File: src/rtl/sermem_pkg.sv
package sermem_pkg;
  localparam int BYTE_W = 8;
  localparam int CNT_W  = $clog2(BYTE_W);

  typedef enum logic [7:0] {
    OP_SETWE = 8'h06,
    OP_CLRWE = 8'h04,
    OP_RDST  = 8'h05,
    OP_WRST  = 8'h01,
    OP_RDMEM = 8'h03,
    OP_WRMEM = 8'h02
  } op_e;

  typedef enum logic [2:0] {
    PH_CMD, PH_AHI, PH_ALO, PH_WDAT, PH_RDAT, PH_STRD, PH_STWR, PH_SKIP
  } phase_e;
endpackage

File: src/rtl/sermem_sync.sv
module sermem_sync #(
  parameter int             W       = 1,
  parameter int             STAGES  = 2,
  parameter logic [W-1:0]   RST_VAL = '0
) (
  input  logic         clk,
  input  logic         rst_n,
  input  logic [W-1:0] d,
  output logic [W-1:0] q
);
  logic [W-1:0] stg [STAGES];

  always_ff @(posedge clk or negedge rst_n) begin
    if (!rst_n) begin
      for (int i = 0; i < STAGES; i++) stg[i] <= RST_VAL;
    end else begin
      stg[0] <= d;
      for (int i = 1; i < STAGES; i++) stg[i] <= stg[i-1];
    end
  end

  assign q = stg[STAGES-1];
endmodule

File: src/rtl/sermem_guard.sv
module sermem_guard (
  input  logic       clk,
  input  logic       rst_n,
  input  logic       set_wel,
  input  logic       clr_wel,
  input  logic       st_we,
  input  logic [2:0] st_wdata,   // {protect-enable, block-protect[1:0]}
  input  logic       wp_n,
  input  logic [1:0] chk_top,    // two top bits of the target address
  output logic [7:0] status,
  output logic       mem_ok,
  output logic       st_ok
);
  logic       wel_q, wel_d;
  logic       wpen_q, wpen_d;
  logic [1:0] bp_q, bp_d;
  logic       blk;

  always_comb begin
    st_ok = wel_q & ~(wpen_q & ~wp_n);
    case (bp_q)
      2'd0:    blk = 1'b0;
      2'd1:    blk = &chk_top;
      2'd2:    blk = chk_top[1];
      default: blk = 1'b1;
    endcase
    mem_ok = wel_q & ~blk;
    status = {wpen_q, 3'b000, bp_q, wel_q, 1'b0};
  end

  always_comb begin
    wel_d  = wel_q;
    wpen_d = wpen_q;
    bp_d   = bp_q;
    if (set_wel) wel_d = 1'b1;
    if (clr_wel) wel_d = 1'b0;
    if (st_we && st_ok) begin
      wpen_d = st_wdata[2];
      bp_d   = st_wdata[1:0];
    end
  end

  always_ff @(posedge clk or negedge rst_n) begin
    if (!rst_n) begin
      wel_q  <= 1'b0;
      wpen_q <= 1'b0;
      bp_q   <= 2'b00;
    end else begin
      wel_q  <= wel_d;
      wpen_q <= wpen_d;
      bp_q   <= bp_d;
    end
  end

  p_wel_source_r6: assert property (@(posedge clk) disable iff (!rst_n)
    $rose(wel_q) |-> $past(set_wel));
  p_wel_clear_r6: assert property (@(posedge clk) disable iff (!rst_n)
    (clr_wel && !set_wel) |=> !wel_q);
  p_st_lock_r9: assert property (@(posedge clk) disable iff (!rst_n)
    (st_we && wpen_q && !wp_n) |=> ($stable(bp_q) && $stable(wpen_q)));
endmodule

File: src/rtl/sermem_ram.sv
module sermem_ram #(
  parameter int AW = 8,
  parameter int DW = 8
) (
  input  logic          clk,
  input  logic          we,
  input  logic [AW-1:0] waddr,
  input  logic [DW-1:0] wdata,
  input  logic [AW-1:0] raddr,
  output logic [DW-1:0] rdata
);
  localparam int DEPTH = 1 << AW;
  logic [DW-1:0] mem [DEPTH];

  always_ff @(posedge clk) begin
    if (we) mem[waddr] <= wdata;
    rdata <= mem[raddr];
  end
endmodule

File: src/rtl/sermem_spi_slave.sv
module sermem_spi_slave
  import sermem_pkg::*;
#(
  parameter int ADDR_W = 15,
  parameter int MEM_AW = 8
) (
  input  logic clk,
  input  logic rst_n,
  input  logic spi_sck,
  input  logic spi_cs_n,
  input  logic spi_hold_n,
  input  logic spi_mosi,
  input  logic wp_n,
  output logic spi_miso,
  output logic spi_miso_en
);
  localparam int HI_W = ADDR_W - BYTE_W;

  logic sck_s, cs_s, hold_s, si_s, sck_q;
  logic sck_rise, sck_fall, frame_end, last_bit;

  phase_e              phase_q, phase_d;
  logic [CNT_W-1:0]    bitcnt_q, bitcnt_d;
  logic [BYTE_W-1:0]   shreg_q, shreg_d, obuf_q, obuf_d, byte_in, src;
  logic [ADDR_W-1:0]   addr_q, addr_d;
  logic                so_q, so_d, oe_q, oe_d, ld_q, ld_d;
  logic                wrf_q, wrf_d, isrd_q, isrd_d;

  logic                set_wel, clr_wel, st_we, ram_we, mem_ok, st_ok;
  logic [7:0]          status;
  logic [BYTE_W-1:0]   rdata;

  sermem_sync #(.W(4), .STAGES(2), .RST_VAL(4'b0110)) u_sync (
    .clk(clk), .rst_n(rst_n),
    .d({spi_sck, spi_cs_n, spi_hold_n, spi_mosi}),
    .q({sck_s, cs_s, hold_s, si_s})
  );

  sermem_guard u_guard (
    .clk(clk), .rst_n(rst_n),
    .set_wel(set_wel), .clr_wel(clr_wel),
    .st_we(st_we), .st_wdata({byte_in[7], byte_in[3:2]}),
    .wp_n(wp_n), .chk_top(addr_q[ADDR_W-1 -: 2]),
    .status(status), .mem_ok(mem_ok), .st_ok(st_ok)
  );

  sermem_ram #(.AW(MEM_AW), .DW(BYTE_W)) u_ram (
    .clk(clk), .we(ram_we),
    .waddr(addr_q[MEM_AW-1:0]), .wdata(byte_in),
    .raddr(addr_q[MEM_AW-1:0]), .rdata(rdata)
  );

  // Edge detection; a low hold masks every serial event.
  assign sck_rise  = hold_s & ~cs_s & sck_s & ~sck_q;
  assign sck_fall  = hold_s & ~cs_s & ~sck_s & sck_q;
  assign frame_end = hold_s & cs_s;
  assign byte_in   = {shreg_q[BYTE_W-2:0], si_s};
  assign last_bit  = (bitcnt_q == CNT_W'(BYTE_W - 1));

  always_comb begin
    phase_d  = phase_q;
    bitcnt_d = bitcnt_q;
    shreg_d  = shreg_q;
    addr_d   = addr_q;
    obuf_d   = obuf_q;
    so_d     = so_q;
    oe_d     = oe_q;
    ld_d     = ld_q;
    wrf_d    = wrf_q;
    isrd_d   = isrd_q;
    set_wel  = 1'b0;
    clr_wel  = 1'b0;
    st_we    = 1'b0;
    ram_we   = 1'b0;
    src      = (phase_q == PH_STRD) ? status : rdata;
    if (frame_end) begin
      phase_d  = PH_CMD;
      bitcnt_d = '0;
      oe_d     = 1'b0;
      ld_d     = 1'b0;
      wrf_d    = 1'b0;
      clr_wel  = wrf_q;
    end else begin
      if (sck_rise) begin
        shreg_d  = byte_in;
        bitcnt_d = bitcnt_q + 1'b1;
        if (last_bit) begin
          case (phase_q)
            PH_CMD: begin
              isrd_d = (byte_in == OP_RDMEM);
              case (byte_in)
                OP_SETWE: begin set_wel = 1'b1; phase_d = PH_SKIP; end
                OP_CLRWE: begin clr_wel = 1'b1; phase_d = PH_SKIP; end
                OP_RDST:  begin phase_d = PH_STRD; ld_d = 1'b1; end
                OP_WRST:  begin phase_d = PH_STWR; wrf_d = 1'b1; end
                OP_RDMEM: phase_d = PH_AHI;
                OP_WRMEM: begin phase_d = PH_AHI; wrf_d = 1'b1; end
                default:  phase_d = PH_SKIP;
              endcase
            end
            PH_AHI: begin
              addr_d  = {byte_in[HI_W-1:0], addr_q[BYTE_W-1:0]};
              phase_d = PH_ALO;
            end
            PH_ALO: begin
              addr_d = {addr_q[ADDR_W-1:BYTE_W], byte_in};
              if (isrd_q) begin phase_d = PH_RDAT; ld_d = 1'b1; end
              else phase_d = PH_WDAT;
            end
            PH_WDAT: begin
              ram_we = mem_ok;
              addr_d = addr_q + 1'b1;
            end
            PH_RDAT: begin
              addr_d = addr_q + 1'b1;
              ld_d   = 1'b1;
            end
            PH_STRD: ld_d = 1'b1;
            PH_STWR: begin st_we = 1'b1; phase_d = PH_SKIP; end
            default: ;
          endcase
        end
      end
      if (sck_fall && (phase_q == PH_RDAT || phase_q == PH_STRD)) begin
        if (ld_q) begin
          so_d   = src[BYTE_W-1];
          obuf_d = {src[BYTE_W-2:0], 1'b0};
          ld_d   = 1'b0;
          oe_d   = 1'b1;
        end else begin
          so_d   = obuf_q[BYTE_W-1];
          obuf_d = {obuf_q[BYTE_W-2:0], 1'b0};
        end
      end
    end
  end

  always_ff @(posedge clk or negedge rst_n) begin
    if (!rst_n) begin
      sck_q    <= 1'b0;
      phase_q  <= PH_CMD;
      bitcnt_q <= '0;
      shreg_q  <= '0;
      addr_q   <= '0;
      obuf_q   <= '0;
      so_q     <= 1'b0;
      oe_q     <= 1'b0;
      ld_q     <= 1'b0;
      wrf_q    <= 1'b0;
      isrd_q   <= 1'b0;
    end else begin
      sck_q    <= sck_s;
      phase_q  <= phase_d;
      bitcnt_q <= bitcnt_d;
      shreg_q  <= shreg_d;
      addr_q   <= addr_d;
      obuf_q   <= obuf_d;
      so_q     <= so_d;
      oe_q     <= oe_d;
      ld_q     <= ld_d;
      wrf_q    <= wrf_d;
      isrd_q   <= isrd_d;
    end
  end

  assign spi_miso    = so_q;
  assign spi_miso_en = oe_q & ~cs_s & hold_s;

  p_frame_reset_r1: assert property (@(posedge clk) disable iff (!rst_n)
    (hold_s && cs_s) |=> (phase_q == PH_CMD && bitcnt_q == '0 && !spi_miso_en));
  p_quiet_r10: assert property (@(posedge clk) disable iff (!rst_n)
    spi_miso_en |-> (phase_q == PH_RDAT || phase_q == PH_STRD));
  p_hold_freeze_r11: assert property (@(posedge clk) disable iff (!rst_n)
    !hold_s |=> ($stable(phase_q) && $stable(bitcnt_q) && $stable(addr_q)));
  p_addr_step_r4: assert property (@(posedge clk) disable iff (!rst_n)
    (phase_q == PH_WDAT && $past(phase_q) == PH_WDAT && addr_q != $past(addr_q))
      |-> addr_q == ADDR_W'($past(addr_q) + 1'b1));
  p_commit_edge_r5: assert property (@(posedge clk) disable iff (!rst_n)
    ram_we |=> (bitcnt_q == '0));
endmodule

File: config.mk
export PLATFORM = sky130hd
export DESIGN_NAME = sermem_spi_slave
export DESIGN_NICKNAME = d
export VERILOG_FILES = /design/src/rtl/sermem_pkg.sv /design/src/rtl/sermem_sync.sv /design/src/rtl/sermem_guard.sv /design/src/rtl/sermem_ram.sv /design/src/rtl/sermem_spi_slave.sv
export SDC_FILE = /design/constraint.sdc
export NUM_CORES = 2
export LEC_CHECK = 0
export BUFFER_PORTS_ARGS = -buffer_cell sky130_fd_sc_hd__buf_4
export CAP_MARGIN = 20
export CORE_MARGIN = 2
export CORE_UTILIZATION = 40
export CTS_CLUSTER_DIAMETER = 40
export DETAILED_ROUTE_END_ITERATION = 12
export PLACE_DENSITY = 0.59
export SYNTH_ARGS = -nofsm -noshare
export SYNTH_HDL_FRONTEND = slang
export SYNTH_HIERARCHICAL = 1
export SYNTH_SLANG_ARGS = --single-unit
File: constraint.sdc
create_clock -name clk -period 13 [get_ports clk]
set_input_delay 1.3 -clock clk [delete_from_list [all_inputs] [get_ports clk]]
set_output_delay 1.3 -clock clk [all_outputs]
set_load 0.005 [all_outputs]
==> metrics.md <==
| Metric | Value |
|---|---|
| Port-buffer cells | 8 |
| First DRT Iteration DRCs | about 4700 |
| Post-Route WL | ~210000 um |
| Register-to-Register Path Depth | 6 |
| Layout Skew | approximately 0.071 ns |
| R2r setup slk | about 7.5 ns |
| Die Area | roughly 210000 sq um |
| CTS Root Cell | clkbuf_16 |
| Placed inst area | between 80000 and 90000 sq um |
| Endpoints failing setup | 0 |
| Vias per cell | just under 6 |
| Data arrival time of the worst path | ~6.1 ns |
| F_max | ~0.18 GHz |
| Largest net degree at the start of global routing | roughly 220 |
| WS Path Type | reg2reg |
| Pleak | ~29 nW |
| Die height | 458.4 um |
| Num CTS Buffers | roughly 280 |
| Postcts setup bufs | 0 |
| Final Hold Fails | 0 |
| Routability cong. | around 0.86 |
| Vias in the first global route | 41660 |
| Initial Util | 0.4029 |
| Post-CTS Hold Buffers | 0 |
| Setup TNS | 0 ns |
| Initial antenna violation count | 5 |
| Share of cells above drive strength 1 | 0.2354 |
| Pre-antenna DRT Iters | 6 |
| CTS sink cnt | around 2100 |
| Power per cell area | 164.9 nW/um^2 |
| Reg-to-reg startpoint | u_sync/q[1]$_DFF_PN1_ |
| Critical-path maximum fanout | 19 |
| Critical Path End Type | flop |
| Area Overhead vs Synth | 14.34% |
| Number of H-tree levels | 5 |
| DRC | 0 |
| Synth warn | 6 |
| Post-route ant nets | 0 |
| Rows | 166 |
| Avg Inst Size Synth | ~20 sq um |
| Reg-to-Reg End | u_ram/mem[187][6]$_DFFE_PP_ |
| Utilization after layout | 0.4607 |
| Peak VDD IR | 0.0001541 V |
| Via count | roughly 42000 |
| Fin area | 94440 sq um |
| PostCTS Resize Cnt | 0 |
| CTS tree | built |
| RSZ-0062 raised after global routing | no |
| Tot Pwr | 0.01557 W |
| Relative slew slack | 0.01926 |
| Min-delay worst type | reg2reg |
| Aggregate global-route resource usage | 0.1979 |
| Die Width | 458.4 um |
| Syn Std Cell Area | just over 80000 sq um |
| Clock transition at path regs | 0.05 ns |
| Core box area | about 200000 sq um |
| Max Slew Vio Count | 0 |
| Slew @ Worst Pin | roughly 1.5 ns |
| Period utilization | 0.4267 |
| Hold Path Stages | 0 |
| First-pass GRT wire length | between 300000 and 400000 um |
| Outcome | finished, final reports clean |
| Startpoint types | flop |
| Clock Latency Late Sink | between 0.9 and 1 ns |
| HP Start | u_sync/stg[4]$_DFF_PN0_ |
| Max_cap viols | 0 |
| DP HPWL | about 120000 um |
| Number of placed I/O pins | 9 |
| # fillers | roughly 17000 |
| Final min period | about 5.5 ns |
| Remaining global-route overflow | 0 |
| Hold EP | u_sync/q[0]$_DFF_PN0_ |
| NumNets Final | between 4000 and 5000 |
| CTS max path bufs | 4 |
| Cells after Synth | between 4000 and 5000 |
| Req. time, crit path | about 14 ns |
| WHS | around 0.35 ns |
| Avg WL per Cell | ~30 um |
-- power breakdown --
part / total, W / internal, W / switching, W
clock network: 0.00750 / 0.00460 / 0.00290
logic: 0.000324 / 0.0000256 / 0.000299
registers: 0.00775 / 0.00769 / 0.0000615
total: 0.0156 / 0.0123 / 0.00326
-- cells in the final DEF (no fill, tap or decap), types with 20 or more instances in the layout --
| master | instances |
|---|---|
| edfxtp_1 | 2048 |
| mux4_2 | 454 |
| nor2_1 | 294 |
| clkbuf_16 | 284 |
| mux2i_1 | 142 |
| a22oi_1 | 137 |
| a21oi_1 | 114 |
| nand2_1 | 70 |
| buf_4 | 68 |
| o221ai_1 | 46 |
| clkinv_1 | 40 |
| nand3_1 | 39 |
| o22ai_1 | 36 |
| dfrtp_1 | 35 |
| nor2b_1 | 34 |
| inv_6 | 32 |
| nor3_1 | 27 |
| bufinv_16 | 27 |
| clkinv_2 | 25 |
| a211oi_1 | 24 |
| clkbuf_1 | 22 |
| nor4_1 | 21 |
| clkinvlp_4 | 21 |
| o21ai_0 | 20 |
-- critical path, stage by stage (launching register included) --
cell       delay (ns)
dfstp_2          0.56
nand4bb_1        0.61
nor2_1           0.69
and3_1           0.83
nand4_1          1.08
buf_4            0.60
nor2_1           0.73
-- sequential cells by signal (all words and copies together), names as in the netlist --
register and cells:
u_ram/mem 2048, addr_q 15, u_ram/rdata 8, obuf_q 7, shreg_q 7, u_sync/q 4
u_sync/stg 4, bitcnt_q 3, phase_q 3, u_guard/bp_q 2, isrd_q 1, ld_q 1
oe_q 1, sck_q 1, spi_miso 1, u_guard/wel_q 1, u_guard/wpen_q 1, wrf_q 1
-- worst max path at each step --
stage | start | to | slack [ns] | cells after the start
6_report | u_sync/q[1]$_DFF_PN1_ | u_ram/mem[187][6]$_DFFE_PP_ | 7.45 | 6
5_1_grt | u_sync/q[1]$_DFF_PN1_ | u_ram/mem[187][5]$_DFFE_PP_ | 7.24 | 6
4_1_cts | u_sync/q[1]$_DFF_PN1_ | u_ram/mem[215][4]$_DFFE_PP_ | 7.51 | 6
3_5_place_dp | u_sync/q[1]$_DFF_PN1_ | u_ram/mem[119][7]$_DFFE_PP_ | 7.55 | 6
3_3_place_gp | addr_q[1]$_DFFE_PN0P_ | u_ram/rdata[7]$_DFF_P_ | 7.54 | 8
2_1_floorplan | shreg_q[1]$_DFFE_PN0P_ | phase_q[1]$_DFFE_PN0P_ | 8.70 | 5
-- per-stage QoR --
step                worst slack [ns]  std cells
floorplan                      8.705       4065
global placement               7.542       6565
detailed placement             7.551       6576
CTS                            7.512       7058
global route                   7.240       7061
finish                         7.452       7062
-- layout make-up --
| type | instances | area (sq um) | share of cell area |
|---|---|---|---|
| diodes | 2 | 5.005 | 0.00005300 |
| clock buffers | 311 | 7258 | 0.07686 |
| clock inverters | 171 | 1817 | 0.01924 |
| inverters | 17 | 63.81 | 0.0006757 |
| multi-input cells | 1676 | 18080 | 0.1914 |
| flip-flops and latches | 2109 | 63040 | 0.6675 |
| well taps | 2688 | 3363 | 0.03561 |
| repair buffers | 88 | 814.5 | 0.008625 |
-- metal layers --
metal	wire length, um	up-vias	global-route usage
li1	-	17150	-
met1	88110	22230	0.2835
met2	98770	1859	0.3071
met3	16280	369	0.03725
met4	6241	0	0.06377
met5	0	-	0
(Power assumes the default switching activity.)
